### src/rtl/fpcc_pkg.sv
package fpcc_pkg;

  localparam int NFMT   = 3;
  localparam int LOW_W  = 24;
  localparam int CC_NAN = 24;
  localparam int CC_INF = 25;
  localparam int CC_ZRO = 26;
  localparam int CC_NEG = 27;

  typedef enum logic [2:0] {
    CLS_POS  = 3'd0,
    CLS_NEG  = 3'd1,
    CLS_ZERO = 3'd2,
    CLS_INFP = 3'd3,
    CLS_INFN = 3'd4,
    CLS_NAN  = 3'd5
  } res_cls_e;

  function automatic int fmt_exp_w(input int idx);
    case (idx)
      0:       return 8;
      1:       return 11;
      default: return 15;
    endcase
  endfunction

  function automatic int fmt_frac_w(input int idx);
    case (idx)
      0:       return 23;
      1:       return 52;
      default: return 64;
    endcase
  endfunction

endpackage

### src/rtl/fpcc_field_classify.sv
module fpcc_field_classify
  import fpcc_pkg::*;
#(
  parameter int EXP_IN_W  = 15,
  parameter int FRAC_IN_W = 64,
  parameter int EW        = 8,
  parameter int FW        = 23
) (
  input  logic                 sign_i,
  input  logic [EXP_IN_W-1:0]  exp_i,
  input  logic [FRAC_IN_W-1:0] frac_i,
  output res_cls_e             cls_o
);

  localparam logic [EXP_IN_W-1:0]  EMASK = {EXP_IN_W{1'b1}} >> (EXP_IN_W - EW);
  localparam logic [FRAC_IN_W-1:0] FMASK = {FRAC_IN_W{1'b1}} >> (FRAC_IN_W - FW);

  logic [EXP_IN_W-1:0]  exp_sel;
  logic [FRAC_IN_W-1:0] frac_sel;
  logic exp_max, exp_nil, frac_nil;

  assign exp_sel  = exp_i & EMASK;
  assign frac_sel = frac_i & FMASK;
  assign exp_max  = (exp_sel == EMASK);
  assign exp_nil  = (exp_sel == '0);
  assign frac_nil = (frac_sel == '0);

  always_comb begin
    if (exp_max && !frac_nil)     cls_o = CLS_NAN;
    else if (exp_max)             cls_o = sign_i ? CLS_INFN : CLS_INFP;
    else if (exp_nil && frac_nil) cls_o = CLS_ZERO;
    else                          cls_o = sign_i ? CLS_NEG : CLS_POS;
  end

endmodule

### src/rtl/fpcc_class_reg.sv
module fpcc_class_reg
  import fpcc_pkg::*;
(
  input  logic             clk,
  input  logic             rst_n,
  input  logic             upd_fire,
  input  res_cls_e         upd_cls,
  input  logic             wr_en,
  input  logic [LOW_W-1:0] wr_low,
  input  logic             wr_nan,
  input  logic             wr_zero,
  input  logic             wr_neg,
  output res_cls_e         cls_q,
  output logic [LOW_W-1:0] low_q
);

  res_cls_e wr_cls;

  always_comb begin
    if (wr_nan)       wr_cls = CLS_NAN;
    else if (wr_zero) wr_cls = CLS_ZERO;
    else if (wr_neg)  wr_cls = CLS_NEG;
    else              wr_cls = CLS_POS;
  end

  always_ff @(posedge clk) begin
    if (!rst_n) begin
      cls_q <= CLS_POS;
      low_q <= '0;
    end else if (wr_en) begin
      cls_q <= wr_cls;
      low_q <= wr_low;
    end else if (upd_fire) begin
      cls_q <= upd_cls;
    end
  end

endmodule

### src/rtl/fpcc_read_mux.sv
module fpcc_read_mux
  import fpcc_pkg::*;
#(
  parameter int WORD_W = 32
) (
  input  res_cls_e          cls_i,
  input  logic [LOW_W-1:0]  low_i,
  output logic [WORD_W-1:0] word_o
);

  logic [3:0] cc;

  always_comb begin
    cc = 4'b0000;
    case (cls_i)
      CLS_NAN:  cc[CC_NAN-LOW_W] = 1'b1;
      CLS_ZERO: cc[CC_ZRO-LOW_W] = 1'b1;
      CLS_NEG:  cc[CC_NEG-LOW_W] = 1'b1;
      CLS_INFP: cc[CC_INF-LOW_W] = 1'b1;
      CLS_INFN: begin
        cc[CC_INF-LOW_W] = 1'b1;
        cc[CC_NEG-LOW_W] = 1'b1;
      end
      default:  cc = 4'b0000;
    endcase
    word_o = '0;
    word_o[LOW_W-1:0]     = low_i;
    word_o[LOW_W+3:LOW_W] = cc;
  end

endmodule

### src/rtl/fp_status_cc.sv
module fp_status_cc
  import fpcc_pkg::*;
#(
  parameter int EXP_IN_W  = 15,
  parameter int FRAC_IN_W = 64,
  parameter int WORD_W    = 32
) (
  input  logic                 clk,
  input  logic                 rst_n,
  input  logic                 upd_valid,
  output logic                 upd_ready,
  input  logic [1:0]           upd_fmt,
  input  logic                 upd_sign,
  input  logic [EXP_IN_W-1:0]  upd_exp,
  input  logic [FRAC_IN_W-1:0] upd_frac,
  input  logic                 wr_en,
  input  logic [WORD_W-1:0]    wr_data,
  output logic [WORD_W-1:0]    rd_data
);

  res_cls_e fmt_cls [NFMT];
  res_cls_e sel_cls;
  res_cls_e cls_q;
  logic [LOW_W-1:0] low_q;
  logic upd_fire;

  for (genvar g = 0; g < NFMT; g++) begin : g_fmt
    fpcc_field_classify #(
      .EXP_IN_W (EXP_IN_W),
      .FRAC_IN_W(FRAC_IN_W),
      .EW       (fmt_exp_w(g)),
      .FW       (fmt_frac_w(g))
    ) u_cls (
      .sign_i(upd_sign),
      .exp_i (upd_exp),
      .frac_i(upd_frac),
      .cls_o (fmt_cls[g])
    );
  end

  always_comb begin
    case (upd_fmt)
      2'd0:    sel_cls = fmt_cls[0];
      2'd1:    sel_cls = fmt_cls[1];
      default: sel_cls = fmt_cls[2];
    endcase
  end

  assign upd_ready = !wr_en;
  assign upd_fire  = upd_valid && upd_ready;

  fpcc_class_reg u_reg (
    .clk     (clk),
    .rst_n   (rst_n),
    .upd_fire(upd_fire),
    .upd_cls (sel_cls),
    .wr_en   (wr_en),
    .wr_low  (wr_data[LOW_W-1:0]),
    .wr_nan  (wr_data[CC_NAN]),
    .wr_zero (wr_data[CC_ZRO]),
    .wr_neg  (wr_data[CC_NEG]),
    .cls_q   (cls_q),
    .low_q   (low_q)
  );

  fpcc_read_mux #(.WORD_W(WORD_W)) u_mux (
    .cls_i (cls_q),
    .low_i (low_q),
    .word_o(rd_data)
  );

endmodule

### config.mk
export PLATFORM = sky130hd
export DESIGN_NAME = fp_status_cc
export DESIGN_NICKNAME = d
export VERILOG_FILES = /design/src/rtl/fpcc_pkg.sv /design/src/rtl/fpcc_field_classify.sv /design/src/rtl/fpcc_class_reg.sv /design/src/rtl/fpcc_read_mux.sv /design/src/rtl/fp_status_cc.sv
export SDC_FILE = /design/constraint.sdc
export NUM_CORES = 1
export LEC_CHECK = 0
export BUFFER_PORTS_ARGS = -buffer_cell sky130_fd_sc_hd__buf_2
export CORE_MARGIN = 2
export CORE_UTILIZATION = 39
export DETAILED_ROUTE_END_ITERATION = 7
export PLACE_DENSITY = 0.85
export SYNTH_ARGS = -nofsm -noshare
export SYNTH_HDL_FRONTEND = slang
export SYNTH_SLANG_ARGS = --single-unit
### constraint.sdc
create_clock -name clk -period 2.99 [get_ports clk]
set_input_delay 0.299 -clock clk [delete_from_list [all_inputs] [get_ports clk]]
set_output_delay 0.299 -clock clk [all_outputs]
set_load 0.02 [all_outputs]
==> results of run 1 <==
-- how the worst max path moves through the flow --
stage                            start              to  slack (ns)
after CTS                 upd_frac[10]  u_reg.cls_q[0]        1.25
after detailed placement  upd_frac[10]  u_reg.cls_q[0]        0.96
after global placement    upd_frac[10]  u_reg.cls_q[0]         1.0
final                     upd_frac[10]  u_reg.cls_q[0]        1.26
after global routing      upd_frac[25]  u_reg.cls_q[0]        1.14
after floorplan           upd_frac[16]  u_reg.cls_q[0]        1.21
-- critical path: stages --
cell,delay (ns)
sky130_fd_sc_hd__buf_2,0.10
sky130_fd_sc_hd__nor4_2,0.31
sky130_fd_sc_hd__nand4_2,0.19
sky130_fd_sc_hd__or4_4,0.60
sky130_fd_sc_hd__o31ai_1,0.25
sky130_fd_sc_hd__o211ai_1,0.12
-- layout by cell type (no fill, tap or decap), types with 3 or more instances in the layout --
master,Yosys,routed
sky130_fd_sc_hd__buf_2,1,141
sky130_fd_sc_hd__dfxtp_1,27,27
sky130_fd_sc_hd__nor2b_1,26,26
sky130_fd_sc_hd__mux2i_1,25,25
sky130_fd_sc_hd__nor4_1,16,16
sky130_fd_sc_hd__nand2_1,11,11
sky130_fd_sc_hd__a21oi_1,5,5
sky130_fd_sc_hd__nor2_1,5,5
sky130_fd_sc_hd__nor3_1,5,5
sky130_fd_sc_hd__inv_1,5,5
sky130_fd_sc_hd__nand4_1,4,4
sky130_fd_sc_hd__o21ai_0,4,4
sky130_fd_sc_hd__conb_1,1,4
sky130_fd_sc_hd__nor4_2,3,3
sky130_fd_sc_hd__clkbuf_8,0,3
-- metal layers --
layer	track usage, %	share of wire (%)	up-vias
met1	21.57	41	822
met5	0	0	-
met4	5.102	1.2	0
met2	34.07	51	65
li1	-	-	937
met3	5.167	6.8	8
-- cells by family after synthesis --
group / Yosys count
mux: 25
simple gates: 85
compound gates: 25
flops: 27
other cells: 1
buf+inv: 16
-- power breakdown --
part           leakage (nW)  total, mW  internal, mW  switching [mW]
logic                 0.947      0.216         0.107           0.109
clock network        0.0255      0.202        0.0933           0.109
registers             0.223      0.395         0.382          0.0132
-- registers in the layout, indices dropped and copies added (netlist names) --
register	flops
u_reg.low_q	24
u_reg.cls_q	3
-- metrics by stage --
step	power (mW)	setup WS (ns)
final	0.8132	1.257
after global placement	0.6133	0.9986
after floorplan	0.5117	1.209
after CTS	0.8229	1.249
after global routing	0.8596	1.143
after detailed placement	0.6193	0.9613
-- area by class of cell --
| type | instances | area, um^2 | share of cell area [%] |
|---|---|---|---|
| multi-input cells | 139 | 970.9 | 41.28 |
| repair buffers | 142 | 713.2 | 30.32 |
| flip-flops and latches | 27 | 540.5 | 22.98 |
| well taps | 50 | 62.56 | 2.660 |
| clock buffers | 3 | 41.29 | 1.755 |
| inverters | 5 | 18.77 | 0.7979 |
| clock inverters | 1 | 5.005 | 0.2128 |
==> results by stage, run 1 <==
Floorplanning:
- The starting density of the core is 39.99%.
- The die outline area is 0.004567 mm^2.
- The number of placed I/O pins is 151.
- In this run the standard cell core region covers 0.003943 mm^2.
- In this run the vertical extent of the chip is 67.58 um.
- From left edge to right edge, the die measures 67.58 um.
- The floorplan has 23 rows.

Clock tree:
- The maximum count of clock buffers along a single path is 2.
- The TritonCTS buffer count is 3.
- The insertion delay to the later sink of the worst-skew pair is 0.27 ns.
- Clock-pin slew was measured on the worst setup and hold paths at 0.09 ns.
- The TritonCTS clock tree is done.
- The clock net in this run drives a total of 27 sinks.
- The clock tree root buffer cell is sky130_fd_sc_hd__clkbuf_8.
- The total of cells resized after clock tree synthesis is 0.
- The post-CTS setup buffer count is 0.
- In this run the number of H-tree levels came out at 1.
- The hold buffer count at CTS is 0.

Timing:
- Setup repair after global routing left no endpoint under its margin.
- The pin slew with the least headroom to its limit is 0.5548 ns.
- The final-report hold violation count is 0.
- The count of final max-slew check failures is 0.
- The share of the clock period used by the worst path after layout is 57.96%.
- The maximum clock skew at final layout is 0 ns.
- The worst hold slack is 0.2834 ns.
- The maximum clock frequency is 577.0 MHz.
- The worst pin sits at a relative slew slack of 62.67%.
- The total of endpoints with negative setup slack in the final report is 0.
- The setup TNS is 0 ns.
- Counting I/O delays and the setup requirement, the final critical path takes 1.733 ns.

Logic synthesis:
- In this run the biggest area consumer among cell types represents 34.29% of the synthesized area.
- In this run, synthesis produced a sequential element count of 27.
- The library cell occupying the most area in the post-synthesis netlist is sky130_fd_sc_hd__dfxtp_1.
- The most used flip-flop cell after synthesis is sky130_fd_sc_hd__dfxtp_1.
- The synthesized netlist devotes 33.17% of its cell area to simple gates.
- The adder-cell share of the synthesized area is 0%.
- Yosys mapped a number of flops with a built-in enable equal to 0.
- The post-synthesis mux area share is 15.87%.
- The combinational family with the most area after synthesis is simple AND/OR/NAND/NOR gates.
- The mean instance size in the synthesized netlist is 8.807 um^2.
- Counting instances in the post-synthesis netlist gives the leading cell types as 27 x sky130_fd_sc_hd__dfxtp_1, 26 x sky130_fd_sc_hd__nor2b_1, 25 x sky130_fd_sc_hd__mux2i_1.
- The post-synthesis compound-gate area fraction is 11.59%.
- The parity-gate share of the synthesized area counting xor and xnor cells is 0%.
- In the post-synthesis netlist, the biggest area contributors are sky130_fd_sc_hd__dfxtp_1 34%, sky130_fd_sc_hd__mux2i_1 16%, sky130_fd_sc_hd__nor2b_1 10%.
- The most frequent cell after synthesis is sky130_fd_sc_hd__dfxtp_1.
- The number of unique standard cell types used by synthesis is 40.
- The total number of yosys warnings is 0.
- Sequential elements use 34.29% of the synthesized area.
- The synthesized netlist occupies a cell area of 0.001577 mm^2.
- The count of mapped cells out of synthesis is 179.
- The fraction of synthesis flops using an asynchronous set or reset pin is 0%.

Placed design:
- Routability-driven placement finished with a final weighted congestion of 0.9082.
- The total cell area at the placement stage is 0.002306 mm^2.
- Counting tap cells, the placed design contains a total of 363 instances.
- The total half-perimeter wirelength after legalization and detailed placement is 3.726 mm.
- The count of buffers added on input and output ports is 141.

Cells and area:
- After filler insertion, the fill cell instance count of the layout stands at 370.
- For this run, the share of the core covered by cells in the final layout is 59.66%.
- The number of antenna diodes in the final layout is 0.
- The post-layout instance count excluding filler cells is 367.
- After routing the design area is 0.002352 mm^2.
- The area added between synthesis and finish is 49.21%.
- The net count of the finished layout is 436.
- In the final layout, the share of cells above drive strength 1 is 48.26%.

Critical path:
- STA puts the critical path data required time at 3.14 ns.
- STA classifies the critical path endpoint as a flip-flop.
- The start-to-end type of the worst setup path is in -> reg.
- The arrival time at the worst endpoint is 1.88 ns.
- Of all nets on the critical path, the largest fanout is 5.
- Setup slack on the worst reg-to-reg path comes out at 1.65 ns.
- STA classifies the critical path startpoint as an input pin.
- The worst register-to-register path begins at u_reg.cls_q[0].
- For the worst flop-to-flop path, the logic depth is 5.
- The worst register-to-register path ends at u_reg.cls_q[0].

Drt:
- The count of vias placed by the detailed router is 1832.
- The ratio of routed vias to standard cells is 4.992.
- The sum of routed wire length over all layers is 4.520 mm.
- The initial DRC count is 72.
- The routed length per instance is 12.32 um.
- The first-pass iteration count of the detailed router is 4.
- The number of nets with antenna violations after routing is 0.
- The residual DRC count is 0.

GRT:
- The leftover overflow at the end of global routing is 0.
- Global routing consumed, over all layers together, 18.84% of the routing resources.
- The initial antenna violation count is 0.
- Entering global routing, the biggest net connects 30 pins.
- The via count of the first global-routing pass came to 1620.
- The global-route wire length before repair is 6.693 mm.

Power and ir drop:
- The total power per unit cell area is 345.7 mW/mm^2.
- The maximum vdd drop is 0.0003230 V.
- The leakage dissipation is 1.195 nW.

Flow run:
- The total of max-cap violations is 0.

Hold path:
- The path with the worst hold slack has its endpoint at u_reg.low_q[20].
- The worst hold path belongs to the class in -> reg.
- The worst hold path begins at wr_data[20].
- The cell depth of the worst min-delay path is 3.

Status:
- The run finished with clean final reports.
Power figures use the tool's default switching activity.
==> inputs of run 2 (changes only) <==
--- a/config.mk
+++ b/config.mk
@@ -7,9 +7,9 @@
 export LEC_CHECK = 0
 export BUFFER_PORTS_ARGS = -buffer_cell sky130_fd_sc_hd__buf_2
 export CORE_MARGIN = 2
-export CORE_UTILIZATION = 39
+export CORE_UTILIZATION = 33
 export DETAILED_ROUTE_END_ITERATION = 7
-export PLACE_DENSITY = 0.85
+export PLACE_DENSITY = 0.77
 export SYNTH_ARGS = -nofsm -noshare
 export SYNTH_HDL_FRONTEND = slang
 export SYNTH_SLANG_ARGS = --single-unit
==> constraint.sdc (replaced) <==
create_clock -name clk -period 1.4 [get_ports clk]
set_input_delay 0.14 -clock clk [delete_from_list [all_inputs] [get_ports clk]]
set_output_delay 0.14 -clock clk [all_outputs]
set_load 0.02 [all_outputs]
==> results by stage, run 2 (same netlist as run 1, synthesis figures left out) <==
Status:
- The run finished, with violations left.
- The final reports fail on setup timing.

Critical path:
- The start-to-end type of the worst setup path is in -> reg.
- The setup check on the worst reg-to-reg path leaves a slack of 0.13 ns.
- The largest single stage delay on the critical path is 0.59 ns.
- The arrival time at the worst endpoint is 1.64 ns.
- The reg-to-reg endpoint is u_reg.cls_q[0].
- The signal on the critical path passes through buf_8 -> nor4_4 -> nand4_2 -> or4_4 -> a211o_1 -> a31oi_1.
- The startpoint of the worst-slack reg-to-reg timing path is u_reg.cls_q[0].
- The worst-path maximum fanout is 4.
- The slowest cell on the critical path is sky130_fd_sc_hd__or4_4.
- The length in cells of the worst reg-to-reg path is 5.
- The worst setup path is launched from an input pin.
- STA classifies the critical path endpoint as a flip-flop.
- At the worst endpoint, the required time is 1.60 ns.

Floorplanning:
- The floorplan step set the die width to 73.12 um.
- The total core area is 0.004661 mm^2.
- In this run the count of I/O pins placed on the die edge is 151.
- Measured along the y axis, the die boundary spans 73.12 um.
- The floorplan step defined a die boundary enclosing 0.005347 mm^2.
- Once the floorplan was initialized, standard cells occupied 33.83% of the core.
- The row count is 25.

Clock tree:
- For the worst-skew pair, the clock arrives at the later sink with an insertion delay of 0.27 ns.
- The hold buffer count at CTS is 0.
- The post-CTS setup buffer count is 0.
- The TritonCTS buffer count is 3.
- TritonCTS built the clock tree.
- The maximum count of clock buffers along a single path is 2.
- The clock-pin slew reported for the worst setup and hold paths after clock tree synthesis is 0.09 ns.
- Counting every sink on the clock net gives 27.
- In this run the number of H-tree levels came out at 1.
- The clock tree root buffer cell is sky130_fd_sc_hd__clkbuf_8.

GRT:
- Entering global routing, the biggest net connects 25 pins.
- The initial antenna violation count came to 0.
- Global routing used 18.32% of the available tracks.
- The via count of the first global-routing pass is 1807.
- The global-route wire length before repair is 7.866 mm.
- The total overflow left after global routing is 0.

Hold path:
- The worst hold path belongs to the class in -> reg.
- The startpoint of the lowest-slack hold path is wr_data[3].
- For hold timing, the worst endpoint is u_reg.low_q[3].
- The cell depth of the worst min-delay path is 3.

Timing:
- The maximum clock frequency is 697.8 MHz.
- Setup slack on the critical path of the routed design comes to -0.03304 ns.
- On the final layout, the worst clock skew is 0 ns.
- The final critical path takes up 102.4% of the cycle.
- Setup repair after global routing could not meet its margin everywhere.
- The count of final max-slew check failures came to 0.
- The minimum clock period after layout is 1.433 ns.
- The worst hold slack is 0.1180 ns.
- The final-report hold violation count is 0.
- Setup violations remaining at the end of the flow were counted as 2.

Drt:
- In the routed layout, each cell is associated on average with a via count of 5.103.
- The routed length per instance is 13.25 um.
- In the final routing, the length of wire on met1 measures 2.061 mm.
- Wire segments on met2 add up to 2.527 mm in the final route.
- For this block, the initial DRC count from the detailed router was 97.
- For this run, the detailed router's first-pass iteration total came to 4.
- The uppermost metal layer occupied by signal nets is met4.
- The sum of met3 wire segment lengths after detailed routing is 333 um.
- The sum of routed wire length over all layers is 5.022 mm.
- In this run the remaining antenna-violating nets after routing total 0.
- The count of vias placed by the detailed router is 1934.
- For this run, design rule violations remaining after detail routing come to 0.

Flow run:
- Across the run, the number of max-cap violations was 0.

Placed design:
- The count of port buffers added during placement is 141.
- Routability-driven placement finished with a final weighted congestion of 0.8893.
- After legalization and detailed placement, the total HPWL measured 4.176 mm.

Cells and area:
- The repair_antennas step left the layout with diodes totalling 0.
- The flip-flop count of the largest register, all copies and words added is 24.
- At the end of the flow the core is filled with cells to 54.68%.
- Counting flops per register, the top entry is u_reg.low_q.
- From synthesis to final layout, the design area changed by 61.67%.
- The share of final-layout standard cells stronger than drive strength 1 is 51.69%.
- The largest registers in the layout are u_reg.low_q (24), u_reg.cls_q (3).
- The net count of the finished layout is 444.
- The library cell used most frequently in the layout, excluding fill and tap cells, is sky130_fd_sc_hd__buf_2.
- In the layout the commonest cells are 136 x sky130_fd_sc_hd__buf_2, 27 x sky130_fd_sc_hd__dfxtp_1, 26 x sky130_fd_sc_hd__nor2b_1.

Power and ir drop:
- For this design the static power due to leakage is 1.254 nW.
- The maximum vdd drop is 0.0005656 V.
- Total power for the finished layout comes to 1.802 mW.
- Dividing total power by cell area gives a power density of 707.1 mW/mm^2.
[run 2: cell count changes in the layout (fill, tap and decap cells not counted), moves of 4 or more]
cell,delta
sky130_fd_sc_hd__buf_4,+8
sky130_fd_sc_hd__nor4_4,+6
sky130_fd_sc_hd__buf_2,-5
sky130_fd_sc_hd__nor4_1,-5
sky130_fd_sc_hd__buf_6,+4
[run 2: area by class of cell]
class | instances | area (um^2)
multi-input combinational | 139 | 1065
inverter | 5 | 18.77
tap | 54 | 67.56
timing repair buffer | 150 | 808.3
clock buffer | 3 | 41.29
clock inverter | 1 | 7.507
fill | 429 | 2112
sequential | 27 | 540.5
[run 2: how the worst max path moves through the flow]
stage,cells after the start,startpoint,slack [ns],end
4_1_cts,6,upd_frac[19],-0.003,u_reg.cls_q[1]
2_1_floorplan,5,upd_frac[32],-0.12,u_reg.cls_q[1]
5_1_grt,6,upd_frac[18],-0.07,u_reg.cls_q[1]
3_3_place_gp,6,upd_frac[25],-0.33,u_reg.cls_q[1]
6_report,6,upd_frac[18],-0.03,u_reg.cls_q[1]
3_5_place_dp,6,upd_frac[25],-0.36,u_reg.cls_q[0]
[run 2: per-layer routing]
metal / vias up / track usage (%)
met1: 883 / 22.71
met5: - / 0
li1: 956 / -
met2: 83 / 30.53
met4: 0 / 5.350
met3: 12 / 5.525
[run 2: through the flow]
step                      setup WS, ns  std cells  area (um^2)  setup TNS (ns)
after floorplan                -0.1203        182         1642         -0.3009
after global placement         -0.3282        375         2425         -0.9326
after detailed placement       -0.3584        375         2425          -1.054
after CTS                    -0.002883        379         2516       -0.005552
after global routing          -0.07321        379         2549         -0.2157
final                         -0.03304        379         2549        -0.04082
[run 2: timing repair]
action	in CTS	in global routing
resized for setup	7	6
cloned	0	0
endpoints found under the setup margin	3	3
pin swaps	6	3
[run 2: critical path, delay by kind of cell]
family	cells	cell delay (ns)
buffers and inverters	1	0.10
AND/OR/NAND/NOR	3	0.99
AO/OA/AOI/OAI	2	0.40
[run 2: power breakdown]
group	total (mW)	leakage, nW	switching (mW)	internal, mW
Clock	0.447	0.0217	0.245	0.202
Sequential	0.840	0.223	0.0243	0.815
Combinational	0.516	1.01	0.265	0.251
Total	1.80	1.25	0.534	1.27
==> inputs of run 3 (changes only) <==
--- a/config.mk
+++ b/config.mk
@@ -6,7 +6,6 @@
 export NUM_CORES = 1
 export LEC_CHECK = 0
 export BUFFER_PORTS_ARGS = -buffer_cell sky130_fd_sc_hd__buf_2
-export CORE_MARGIN = 2
 export CORE_UTILIZATION = 33
 export DETAILED_ROUTE_END_ITERATION = 7
 export PLACE_DENSITY = 0.77
==> results by stage, run 3 (same netlist as run 1, synthesis figures left out) <==
Status:
- The flow ran to the end, but the final reports show violations.
- The checks that failed: DRC, setup timing.

Placed design:
- In this run the cell area measured after placement is 0.002415 mm^2.
- Timing analysis after detailed placement gives a worst setup slack of -0.3401 ns.
- The routability congestion estimate is 0.8927.
- The count of buffers added on input and output ports is 141.
- The total half-perimeter wirelength after legalization and detailed placement is 4.033 mm.

Timing:
- The count of final max-slew check failures came to 0.
- Setup repair after global routing could not meet its margin everywhere.
- The maximum clock frequency is 695.7 MHz.
- The maximum clock skew at final layout is 0 ns.
- The final-report hold violation count is 0.
- Setup violations remaining at the end of the flow were counted as 2.
- Counting I/O delays and the setup requirement, the final critical path takes 1.437 ns.
- Hold is met by 0.1104 ns.
- The share of the clock period used by the worst path after layout is 102.7%.
- The slack of the critical path is -0.03745 ns.

Power and ir drop:
- The completed layout was analyzed and its total power is 1.816 mW.
- VDD sags by at most 0.0006592 V.
- The total power per unit cell area is 716.5 mW/mm^2.
- The leakage dissipation is 1.246 nW.

Floorplanning:
- In this run the horizontal extent of the chip is 71.12 um.
- 151 I/O pins were placed.
- The die covers 0.005058 mm^2.
- From bottom edge to top edge, the die measures 71.12 um.
- Once the floorplan was initialized, standard cells occupied 35.23% of the core.
- The row count is 24.
- The total core area is 0.004474 mm^2.

Cells and area:
- The largest registers in the layout are u_reg.low_q (24), u_reg.cls_q (3).
- Counting the fill cells in the layout gives 410.
- Relative to the synthesized area, the layout overhead comes to 60.79%.
- Once layout is done, the placed cells without fillers occupy 0.002535 mm^2.
- The register with the most flip-flops in the final layout is u_reg.low_q.
- The repair_antennas step left the layout with diodes totalling 0.
- Leaving out fill and tap cells, the most frequent cells in the layout are 134 x sky130_fd_sc_hd__buf_2, 27 x sky130_fd_sc_hd__dfxtp_1, 26 x sky130_fd_sc_hd__nor2b_1.
- Of the cells placed in the final design, the portion with a size suffix greater than 1 is 51.23%.
- The register with the most flip-flops in the layout has 24 of them.
- The most common cell after layout, fill and taps aside is sky130_fd_sc_hd__buf_2.
- The utilization of the core after routing is 56.66%.
- The net count of the finished layout is 443.

Critical path:
- The start-to-end type of the worst setup path is in -> reg.
- The nature of the critical path endpoint is a flip-flop.
- STA puts the critical path data required time at 1.57 ns.
- The worst setup path is launched from an input pin.
- Setup slack on the worst reg-to-reg path comes out at 0.13 ns.
- The worst-path maximum fanout is 4.
- STA puts the critical path data arrival time at 1.61 ns.

Clock tree:
- In this run, post-CTS hold repair placed 0 buffers.
- The insertion delay to the later sink of the worst-skew pair is 0.28 ns.
- Buffers inserted during clock tree synthesis total 3.
- The total number of clock tree sinks is 27.
- The maximum count of clock buffers along a single path is 2.
- Clock-pin slew was measured on the worst setup and hold paths at 0.10 ns.
- In this run the post-CTS setup repair buffer count came out at 0.
- The root buffer cell chosen for the clock tree is sky130_fd_sc_hd__clkbuf_8.
- The TritonCTS clock tree is done.
- In this run the number of H-tree levels came out at 1.

Drt:
- The ratio of routed vias to standard cells is 5.021.
- In this run the remaining antenna-violating nets after routing total 0.
- The first routing iteration left 120 violations.
- The residual DRC count is 3.
- The detailed router put a total of 1.960 mm of wire on met1.
- The count of vias placed by the detailed router is 1888.
- The routed design uses 246 um of met3 wire.
- Routed signal wires occupy layers up through met4.
- The final layout contains routed wiring with a total length of 4.905 mm.
- The length of routed met2 wiring is 2.625 mm.
- Before antenna repair, the detailed router went through 6 iterations.
- The routed length per instance is 13.05 um.

GRT:
- The global-route wire length before repair is 7.707 mm.
- Entering global routing, the biggest net connects 25 pins.
- The initial antenna violation count is 0.
- The via count of the first global-routing pass was 1706.
- The total track usage is 19.22%.
- Summed over all layers, the global routing overflow is 0.

Hold path:
- The worst hold path belongs to the class in -> reg.

Flow run:
- The tool flagged a number of max-cap violations equal to 0.
==> run 3: changes by cell type in the layout (fill, tap and decap cells not counted), sizes merged <==
cell,delta
buf,-1
==> run 3: what timing repair did <==
action	CTS	global route
gates resized for setup	1	11
pin swaps	1	7
setup endpoints to repair	3	5
==> run 3: metal layers <==
| metal | up-vias | track usage [%] |
|---|---|---|
| li1 | 950 | - |
| met1 | 851 | 22.69 |
| met2 | 78 | 35.26 |
| met3 | 9 | 3.704 |
| met4 | 0 | 5.556 |
| met5 | - | 0 |
==> run 3: critical path, cell delays in order <==
cell                       delay [ns]
sky130_fd_sc_hd__buf_2           0.12
sky130_fd_sc_hd__nor4_4          0.27
sky130_fd_sc_hd__nand4_2         0.12
sky130_fd_sc_hd__or4_4           0.60
sky130_fd_sc_hd__o31ai_2         0.25
sky130_fd_sc_hd__o211ai_1        0.10
==> run 3: power by group <==
group	internal (mW)	total [mW]	switching, mW
sequential	0.815	0.841	0.0256
clock	0.202	0.461	0.259
combinational	0.253	0.514	0.261
==> run 3: metrics by stage <==
stage / cells / TNS [ns]
after floorplan: 182 / -0.3009
after global placement: 372 / -0.8794
after detailed placement: 372 / -0.9729
after CTS: 376 / -0.03652
after global routing: 376 / -0.2217
final: 376 / -0.07365
==> run 3: layout make-up <==
| cell class | instances | area [um^2] | share of cell area [%] |
|---|---|---|---|
| multi-input combinational | 139 | 1060 | 41.81 |
| timing repair buffer | 149 | 802.0 | 31.64 |
| sequential | 27 | 540.5 | 21.32 |
| tap | 52 | 65.06 | 2.567 |
| clock buffer | 3 | 41.29 | 1.629 |
| inverter | 5 | 18.77 | 0.7404 |
| clock inverter | 1 | 7.507 | 0.2962 |
==> run 3: final timing paths <==
path | start | to | cells past startpoint
worst max-delay path | upd_frac[14] | u_reg.cls_q[0] | 6
worst min-delay path | wr_data[4] | u_reg.low_q[4] | 3
worst max register to register | u_reg.cls_q[0] | u_reg.cls_q[0] | 5
worst min register to register | u_reg.low_q[17] | u_reg.low_q[17] | 2
